[src/rtl/adp_cfg_pkg.sv]
package adp_cfg_pkg;
  localparam int DATA_W   = 8;
  localparam int IDX_W    = 3;
  localparam int NREG     = 8;
  localparam int FIRST_RW = 2;
  localparam logic [DATA_W-1:0] ID_LO = 8'h6D;
  localparam logic [DATA_W-1:0] ID_HI = 8'h6E;
  localparam int OFF_CTL  = 2;
  localparam int OFF_ERR  = 5;
  localparam int OFF_SLO  = 6;
  localparam int OFF_SHI  = 7;
  localparam int BIT_CEN  = 0;
  localparam int BIT_FAIR = 7;
  localparam int BIT_ACT  = 7;
  localparam int BIT_STAT = 6;
endpackage

[src/rtl/adp_cfg_store.sv]
module adp_cfg_store
  import adp_cfg_pkg::*;
#(
  parameter int DW = DATA_W,
  parameter int IW = IDX_W,
  parameter int NR = NREG
) (
  input  logic                  clk,
  input  logic                  rst,
  input  logic                  wr_en,
  input  logic [IW-1:0]         wr_idx,
  input  logic [DW-1:0]         wr_data,
  input  logic                  chk_act,
  input  logic                  chk_stat,
  output logic [NR-1:0][DW-1:0] bank_o
);
  for (genvar g = 0; g < NR; g++) begin : g_reg
    if (g < FIRST_RW) begin : g_ro
      assign bank_o[g] = '0;
    end else if (g == OFF_ERR) begin : g_err
      logic          hit;
      logic [DW-1:0] q, nxt;
      assign hit = wr_en && (wr_idx == IW'(g));
      always_comb begin
        nxt = hit ? wr_data : q;
        nxt[BIT_ACT]  = nxt[BIT_ACT]  | chk_act;
        nxt[BIT_STAT] = nxt[BIT_STAT] | chk_stat;
      end
      always_ff @(posedge clk) begin
        if (rst) q <= '0;
        else     q <= nxt;
      end
      assign bank_o[g] = q;

      assert_act_set_R6: assert property (@(posedge clk) disable iff (rst)
        chk_act |=> bank_o[g][BIT_ACT]);
      assert_stat_set_R7: assert property (@(posedge clk) disable iff (rst)
        chk_stat |=> bank_o[g][BIT_STAT]);
      assert_act_hold_R6: assert property (@(posedge clk) disable iff (rst)
        (!chk_act && !hit) |=> $stable(bank_o[g][BIT_ACT]));
    end else begin : g_rw
      logic [DW-1:0] q;
      always_ff @(posedge clk) begin
        if (rst)                              q <= '0;
        else if (wr_en && wr_idx == IW'(g))   q <= wr_data;
      end
      assign bank_o[g] = q;

      assert_wr_lands_R3: assert property (@(posedge clk) disable iff (rst)
        (wr_en && wr_idx == IW'(g)) |=> bank_o[g] == $past(wr_data));
    end
  end
endmodule

[src/rtl/adp_cfg_rdmux.sv]
module adp_cfg_rdmux
  import adp_cfg_pkg::*;
#(
  parameter int DW = DATA_W,
  parameter int IW = IDX_W,
  parameter int NR = NREG
) (
  input  logic                  clk,
  input  logic                  rst,
  input  logic                  rd_en,
  input  logic [IW-1:0]         rd_idx,
  input  logic [NR-1:0][DW-1:0] bank,
  output logic [DW-1:0]         rdat_q
);
  logic [DW-1:0] sel_byte;

  always_comb begin
    if (rd_idx == IW'(0))      sel_byte = ID_LO;
    else if (rd_idx == IW'(1)) sel_byte = ID_HI;
    else                       sel_byte = bank[rd_idx];
  end

  always_ff @(posedge clk) begin
    if (rst)        rdat_q <= '0;
    else if (rd_en) rdat_q <= sel_byte;
  end

  assert_id_lo_R1: assert property (@(posedge clk) disable iff (rst)
    (rd_en && rd_idx == IW'(0)) |=> rdat_q == 8'h6D);
  assert_id_hi_R1: assert property (@(posedge clk) disable iff (rst)
    (rd_en && rd_idx == IW'(1)) |=> rdat_q == 8'h6E);
  assert_rd_hold_R9: assert property (@(posedge clk) disable iff (rst)
    !rd_en |=> $stable(rdat_q));
endmodule

[src/rtl/adp_cfg_regs.sv]
module adp_cfg_regs
  import adp_cfg_pkg::*;
#(
  parameter int DW = DATA_W,
  parameter int IW = IDX_W,
  parameter int NR = NREG
) (
  input  logic            clk,
  input  logic            rst,
  input  logic            sel_i,
  input  logic [IW-1:0]   idx_i,
  input  logic            rd_i,
  input  logic            wr_i,
  input  logic [DW-1:0]   wdat_i,
  output logic [DW-1:0]   rdat_o,
  input  logic            chk_act_i,
  input  logic            chk_stat_i,
  input  logic            raw_dec_i,
  input  logic            raw_irq_i,
  output logic            dec_o,
  output logic            irq_o,
  output logic            card_en_o,
  output logic            fair_en_o,
  output logic [DW-1:0]   opt2_o,
  output logic [DW-1:0]   opt3_o,
  output logic [DW-1:0]   opt4_o,
  output logic [DW-1:0]   opt5_o,
  output logic [2*DW-1:0] subaddr_o
);
  logic                  rd_en, wr_en;
  logic [NR-1:0][DW-1:0] bank;

  assign rd_en = sel_i && rd_i;
  assign wr_en = sel_i && wr_i;

  adp_cfg_store #(.DW(DW), .IW(IW), .NR(NR)) u_store (
    .clk(clk), .rst(rst), .wr_en(wr_en), .wr_idx(idx_i), .wr_data(wdat_i),
    .chk_act(chk_act_i), .chk_stat(chk_stat_i), .bank_o(bank)
  );

  adp_cfg_rdmux #(.DW(DW), .IW(IW), .NR(NR)) u_rdmux (
    .clk(clk), .rst(rst), .rd_en(rd_en), .rd_idx(idx_i), .bank(bank),
    .rdat_q(rdat_o)
  );

  assign card_en_o = bank[OFF_CTL][BIT_CEN];
  assign fair_en_o = bank[OFF_CTL][BIT_FAIR];
  assign opt2_o    = bank[2];
  assign opt3_o    = bank[3];
  assign opt4_o    = bank[4];
  assign opt5_o    = bank[OFF_ERR];
  assign subaddr_o = {bank[OFF_SHI], bank[OFF_SLO]};
  assign dec_o     = raw_dec_i && card_en_o;
  assign irq_o     = raw_irq_i && card_en_o;

  assert_rst_clear_R8: assert property (@(posedge clk)
    rst |=> (!card_en_o && rdat_o == '0 && subaddr_o == '0));
  assert_ro_ignored_R2: assert property (@(posedge clk) disable iff (rst)
    (wr_en && idx_i < IW'(FIRST_RW) && !chk_act_i && !chk_stat_i)
      |=> ($stable(opt2_o) && $stable(opt5_o) && $stable(subaddr_o)));
endmodule

[config.mk]
export PLATFORM = sky130hd
export DESIGN_NAME = adp_cfg_regs
export DESIGN_NICKNAME = d
export VERILOG_FILES = /design/src/rtl/adp_cfg_pkg.sv /design/src/rtl/adp_cfg_store.sv /design/src/rtl/adp_cfg_rdmux.sv /design/src/rtl/adp_cfg_regs.sv
export SDC_FILE = /design/constraint.sdc
export NUM_CORES = 1
export LEC_CHECK = 0
export BUFFER_PORTS_ARGS = -buffer_cell sky130_fd_sc_hd__buf_2
export CAP_MARGIN = 10
export CORE_ASPECT_RATIO = 0.8
export CORE_MARGIN = 8
export CORE_UTILIZATION = 35
export CTS_BUF_LIST = sky130_fd_sc_hd__clkbuf_16
export DETAILED_ROUTE_END_ITERATION = 7
export HOLD_SLACK_MARGIN = 0.05
export SETUP_SLACK_MARGIN = 0.1
export SLEW_MARGIN = 20
export SYNTH_ARGS = -nofsm -noshare
export SYNTH_HDL_FRONTEND = slang
export SYNTH_SLANG_ARGS = --single-unit
[constraint.sdc]
create_clock -name clk -period 1.7 [get_ports clk]
set_input_delay 0 -clock clk [delete_from_list [all_inputs] [get_ports clk]]
set_output_delay 0 -clock clk [all_outputs]
set_load 0.05 [all_outputs]
# Word-level counts from Yosys, hierarchy flattened
# Cells that the tools add are included.
[word_totals]
reg_bits = 56
elab_cells = 34
in_bits = 20
[op_classes]
muxes = 5
n_reduce_logical = 11
bitwise = 2
eq_ne = 7
order_cmp = 1
[ops]
columns = ["operator", "count"]
rows = [
  ["2-to-1 mux 8 bit", 4],
  ["binary-select mux 8 bit (select 3 bit)", 1],
  ["equality test 3 bit (second input constant)", 4],
  ["logical AND 1 bit", 10],
  ["equality test 3 x 2 -> 1 bit (second input constant)", 2],
  ["< comparator 3 x 4 -> 1 bit (second input constant)", 1],
  ["equality test 3 x 1 -> 1 bit (second input constant)", 1],
  ["zero test 3 bit", 1],
  ["bitwise OR 1 bit", 2],
]

# Logic depth before layout (Yosys ltp)
[logic_depth]
word_depth = 4
ltp_mapped = 6
mapped_depth_nobuf = 3

# By module
# From an unflattened synthesis, not the netlist that was laid out.
[hier_totals]
hier_cells = 305
area_unflattened_um2 = 2746.4
[by_module_without_submodules]
columns = ["mod", "instances", "cells_each", "area_each_um2"]
rows = [
  ["adp_cfg_store", 1, 218, 1904.3],
  ["adp_cfg_rdmux", 1, 81, 802.0],
  ["adp_cfg_regs", 1, 6, 40.0],
]

# Least setup slack after synthesis
# Ideal clock, no wire load.
[synth_path]
path_kind = "register to register"
from = "reg u_store.g_reg[5].g_err.q[1]"
to = "reg u_rdmux.rdat_q[1]"
n_path_buf = 0
path_slack_ps = 343
synth_period_minus_slack_ps = 1357
arrival_time_ps = 1296
setup_ps = 60
stages_incl_launch_ff = 4
path_cell_list = "dfxtp_1 > mux2i_1 > a2111oi_2 > a22o_1"
[synth_between]
elab_chain_len = 4
[synth_lines]
columns = ["item", "line", "source"]
rows = [
  ["start: declaration", "adp_cfg_store.sv:22", "logic [DW-1:0] q, nxt;"],
  ["start signal: assignment", "adp_cfg_store.sv:31", "else q <= nxt;"],
  ["binary-select mux 8 bit (select 3 bit)", "adp_cfg_rdmux.sv:20", "else sel_byte = bank[rd_idx];"],
  ["2-to-1 mux 8 bit (not written as such)", "adp_cfg_rdmux.sv:20", ""],
  ["2-to-1 mux 8 bit", "adp_cfg_rdmux.sv:19", "else if (rd_idx == IW'(1)) sel_byte = ID_HI;"],
  ["2-to-1 mux 8 bit", "adp_cfg_rdmux.sv:18", "if (rd_idx == IW'(0)) sel_byte = ID_LO;"],
  ["end signal: assignment", "adp_cfg_rdmux.sv:25", "else if (rd_en) rdat_q <= sel_byte;"],
  ["end: declaration", "adp_cfg_rdmux.sv:13", "output logic [DW-1:0] rdat_q"],
]
# No other way between the ends. The select of a mux whose other input is x is not followed.
# A chain may end at the register's enable or synchronous reset.

# Worst setup path in the final report
[layout_path]
from = "in idx_i[0]"
to = "reg u_store.g_reg[6].g_rw.q[2]"
[layout_between]
elab_chain_len = 2
[layout_lines]
columns = ["item", "line", "source"]
rows = [
  ["start: declaration", "adp_cfg_regs.sv:11", "input logic [IW-1:0] idx_i,"],
  ["equality test 3 bit", "adp_cfg_store.sv:45", "else if (wr_en && wr_idx == IW'(g)) q <= wr_data;"],
  ["logical AND 1 bit", "adp_cfg_store.sv:45", ""],
  ["end signal: assignment", "adp_cfg_store.sv:45", ""],
  ["end: declaration", "adp_cfg_store.sv:42", "logic [DW-1:0] q;"],
]
# No other way between the ends.

==> impl_metrics.csv <==
group,metric,value,unit
status,outcome,"finished clean",
timing,hold_viol,0,
routing,top_layer,"met4",
timing,post-route-min-period,1280,ps
synth,avgSynthCellArea,8.52,sq um
floorplan,core,7320,sq um
floorplan,fp.dieArea,10500,sq um
synth,synth_compound_area_frac,0.248,
layout,instances_no_fill,470,
routing,vias,2659,
synth,synthSimpleGateAreaFrac,0.151,
routing,finalWirelength,9060,um
timing,maxSlewViolCount,0,
routing,drtPass1Iterations,5,
worst_setup_path,cp.required,1920,ps
grt,grt.total_usage,0.170,
synth,yosysSeqAreaShare,0.429,
clock_tree,postCtsSetupBuffers,0,
layout,seqCellArea,1120,sq um
worst_setup_path,worst-endpoint-arrival,1500,ps
layout,fillers,732,
floorplan,die_x,113,um
pwr,internal-power,2.00,mW
clock_tree,cts_buffers,5,
synth,syn_nets,327,
place,portBuffers,79,
clock_tree,clockBufferDepth,2,
layout,nets,399,
layout,multi_input_area,1290,sq um
worst_hold_path,holdPathStages,3,
pwr,power.share.switching,0.284,
timing,setup_slack,423,ps
floorplan,ios,80,
pwr,clock_power_share,0.365,
worst_setup_path,crit_chain,"buf_2, buf_4, nand2b_1, buf_4, o21ai_0, a21oi_1",
place,place_inst,454,
pwr,seq_power_share,0.487,
clock_tree,ctsHtreeMaxLevel,2,
clock_tree,cts.sinks,56,
routing,routedLengthMet1,4360,um
place,place.gp.congestion,0.860,
pwr,switchingPower,0.794,mW
worst_hold_path,hp-class,"in -> reg",
layout,area_growth,24.0,%
pwr,combPwrFrac,0.148,
pwr,p_per_area,860,nW/um^2
place,dp_hpwl,6510,um
timing,tns,0,ps
layout,mostFrequentLayoutCell,"buf_2",
synth,synth_top_family_by_area,"compound AO/OA/AOI/OAI gates",
worst_setup_path,r2r_cells,3,
routing,dr_wl_met2,3860,um
synth,synth.distinct_cells,35,
worst_setup_path,critPathCaptureType,"flop",
place,place_ws,144,ps
timing,maxClockFrequency,783,MHz
grt,grt_pass1_wl,14300,um
clock_tree,cts_tree,"built",
synth,syn-cell-area,2620,sq um
grt,grt_max_degree,29,
worst_setup_path,path_max_fanout,22,
timing,tightestPinTransition,645,ps
routing,drt_iter0_markers,234,
timing,fin_skew,7.39,ps
worst_setup_path,worstSetupPathType,"in -> reg",
routing,via_per_inst,5.66,
timing,fin_crit_sh,0.751,
synth,yosys_register_bits,56,
synth,synth_xor_area_frac,0,
worst_setup_path,start_kind,"primary input",
timing,relSlewSlack,0.570,
floorplan,start_util,0.357,
grt,antenna_found_initial,0,
flow_run,cap_violations,0,
timing,rsz0062_at_grt,"false",
routing,antenna_left,0,
synth,synthCells,307,
floorplan,die_y,93.3,um
synth,ys_warn_count,0,
pwr,totalPowerFinal,2.79,mW
worst_setup_path,cpMostUsedCell,"buf_4",
synth,synth_fa_ha_area_frac,0,
grt,grt_pass1_vias,2551,
worst_setup_path,worst_path_largest_cell_delay,460,ps
routing,wl_per_cell,19.3,um
routing,drcViolationCount,0,
clock_tree,clk_latency,290,ps
layout,mostFrequentLayoutCells,"buf_2, dfxtp_1, nand3_1",
floorplan,rows,28,
synth,muxShareOfSynthArea,0.0938,
layout,layout-drive-gt1-share,0.284,
timing,setup_viol,0,
clock_tree,root_buffer,"clkbuf_16",
layout,diodes,0,
worst_setup_path,cp_slowest_cell,"buf_2",
grt,overflow,0,
pwr,ir_drop,0.420,mV
clock_tree,clkTransAtPathRegs,70,ps
routing,wl_met3,772,um
pwr,power.leakage,1.36,nW
-- Yosys cell counts, drive strengths merged --
cell type / n / area [sq um]
dfxtp: 56 / 1120
mux2: 9 / 105
nor2: 6 / 22.5
mux2i: 14 / 140
a21oi: 46 / 230
inv: 3 / 11.3
nand3b: 1 / 7.51
nand2b: 1 / 6.26
nor3: 1 / 5.00
and3: 1 / 6.26
nand4b: 1 / 8.76
o21ai: 48 / 240
a211oi: 5 / 37.5
nand3: 49 / 245
and2: 5 / 31.3
and2b: 1 / 7.51
nand2: 6 / 22.5
a22oi: 6 / 45.0
a2111oi: 1 / 15.0
a22o: 1 / 8.76
a222oi: 2 / 20.0
clkbuf: 16 / 66.3
nor2b: 2 / 12.5
a31oi: 2 / 12.5
and3b: 1 / 8.76
buf: 18 / 128
a32o: 4 / 40.0
and4b: 1 / 10.0
-- final timing paths --
| path | from | to | slack (ps) |
|---|---|---|---|
| hold / removal | wdat_i[3] | u_store.g_reg[3].g_rw.q[3] | 60 |
| setup reg to reg | u_store.g_reg[7].g_rw.q[4] | u_rdmux.rdat_q[4] | 500 |
| hold reg to reg | u_store.g_reg[3].g_rw.q[7] | u_store.g_reg[3].g_rw.q[7] | 490 |
| setup / recovery | idx_i[0] | u_store.g_reg[6].g_rw.q[2] | 420 |
-- state kept, by name, indices dropped and copies added, names as in the netlist --
name / count
u_store.g.g_err.q: 8
u_rdmux.rdat_q: 8
u_store.g.g_rw.q: 40
-- repair_timing --
action / 4_1_cts / 5_1_grt
endpoints found under the hold margin: 25 / 0
gates resized for setup: 0 / 0
hold buffers: 8 / 0
-- worst max-delay path: cells and delay by family --
family / cells / cell delay [ps]
AOI/OAI and AO/OA: 2 / 230
buffers and inverters: 3 / 940
and+or+nand+nor: 1 / 300
-- kinds of logic after synthesis --
kind of cell           count (synthesis)
AOI/OAI and AO/OA                    115
buffers and inverters                 37
and+or+nand+nor                       76
muxes                                 23
DFF                                   56
-- per-layer routing --
layer | vias up | GRT usage
li1 | 1259 | -
met1 | 1291 | 0.244
met2 | 100 | 0.251
met3 | 9 | 0.0464
met4 | 0 | 0.0269
met5 | - | 0
-- power by group through the flow --
stage | registers [mW] | logic (mW) | clock network [mW]
global route | 1.36 | 0.439 | 1.11
CTS | 1.36 | 0.408 | 1.04
global placement | 1.39 | 0.389 | 0
finish | 1.36 | 0.412 | 1.02
detailed placement | 1.39 | 0.393 | 0
floorplan | 1.48 | 0.178 | 0
-- final cells by class --
class,count,area share
multi-input cells,214,0.397
flip-flops and latches,56,0.346
repair buffers,99,0.174
clock buffers,5,0.0386
well taps,90,0.0347
clock inverters,3,0.00579
inverters,3,0.00347
-- metrics by stage --
| stage | hold slack (ps) | utilization | cell area [sq um] |
|---|---|---|---|
| global placement | 247 | 0.412 | 3020 |
| finish | 58.4 | 0.443 | 3240 |
| CTS | 52.0 | 0.443 | 3240 |
| detailed placement | 252 | 0.412 | 3020 |
| global route | 56.2 | 0.443 | 3240 |
| floorplan | 144 | - | 2620 |
No activity file was read; power rests on OpenSTA's default activity.
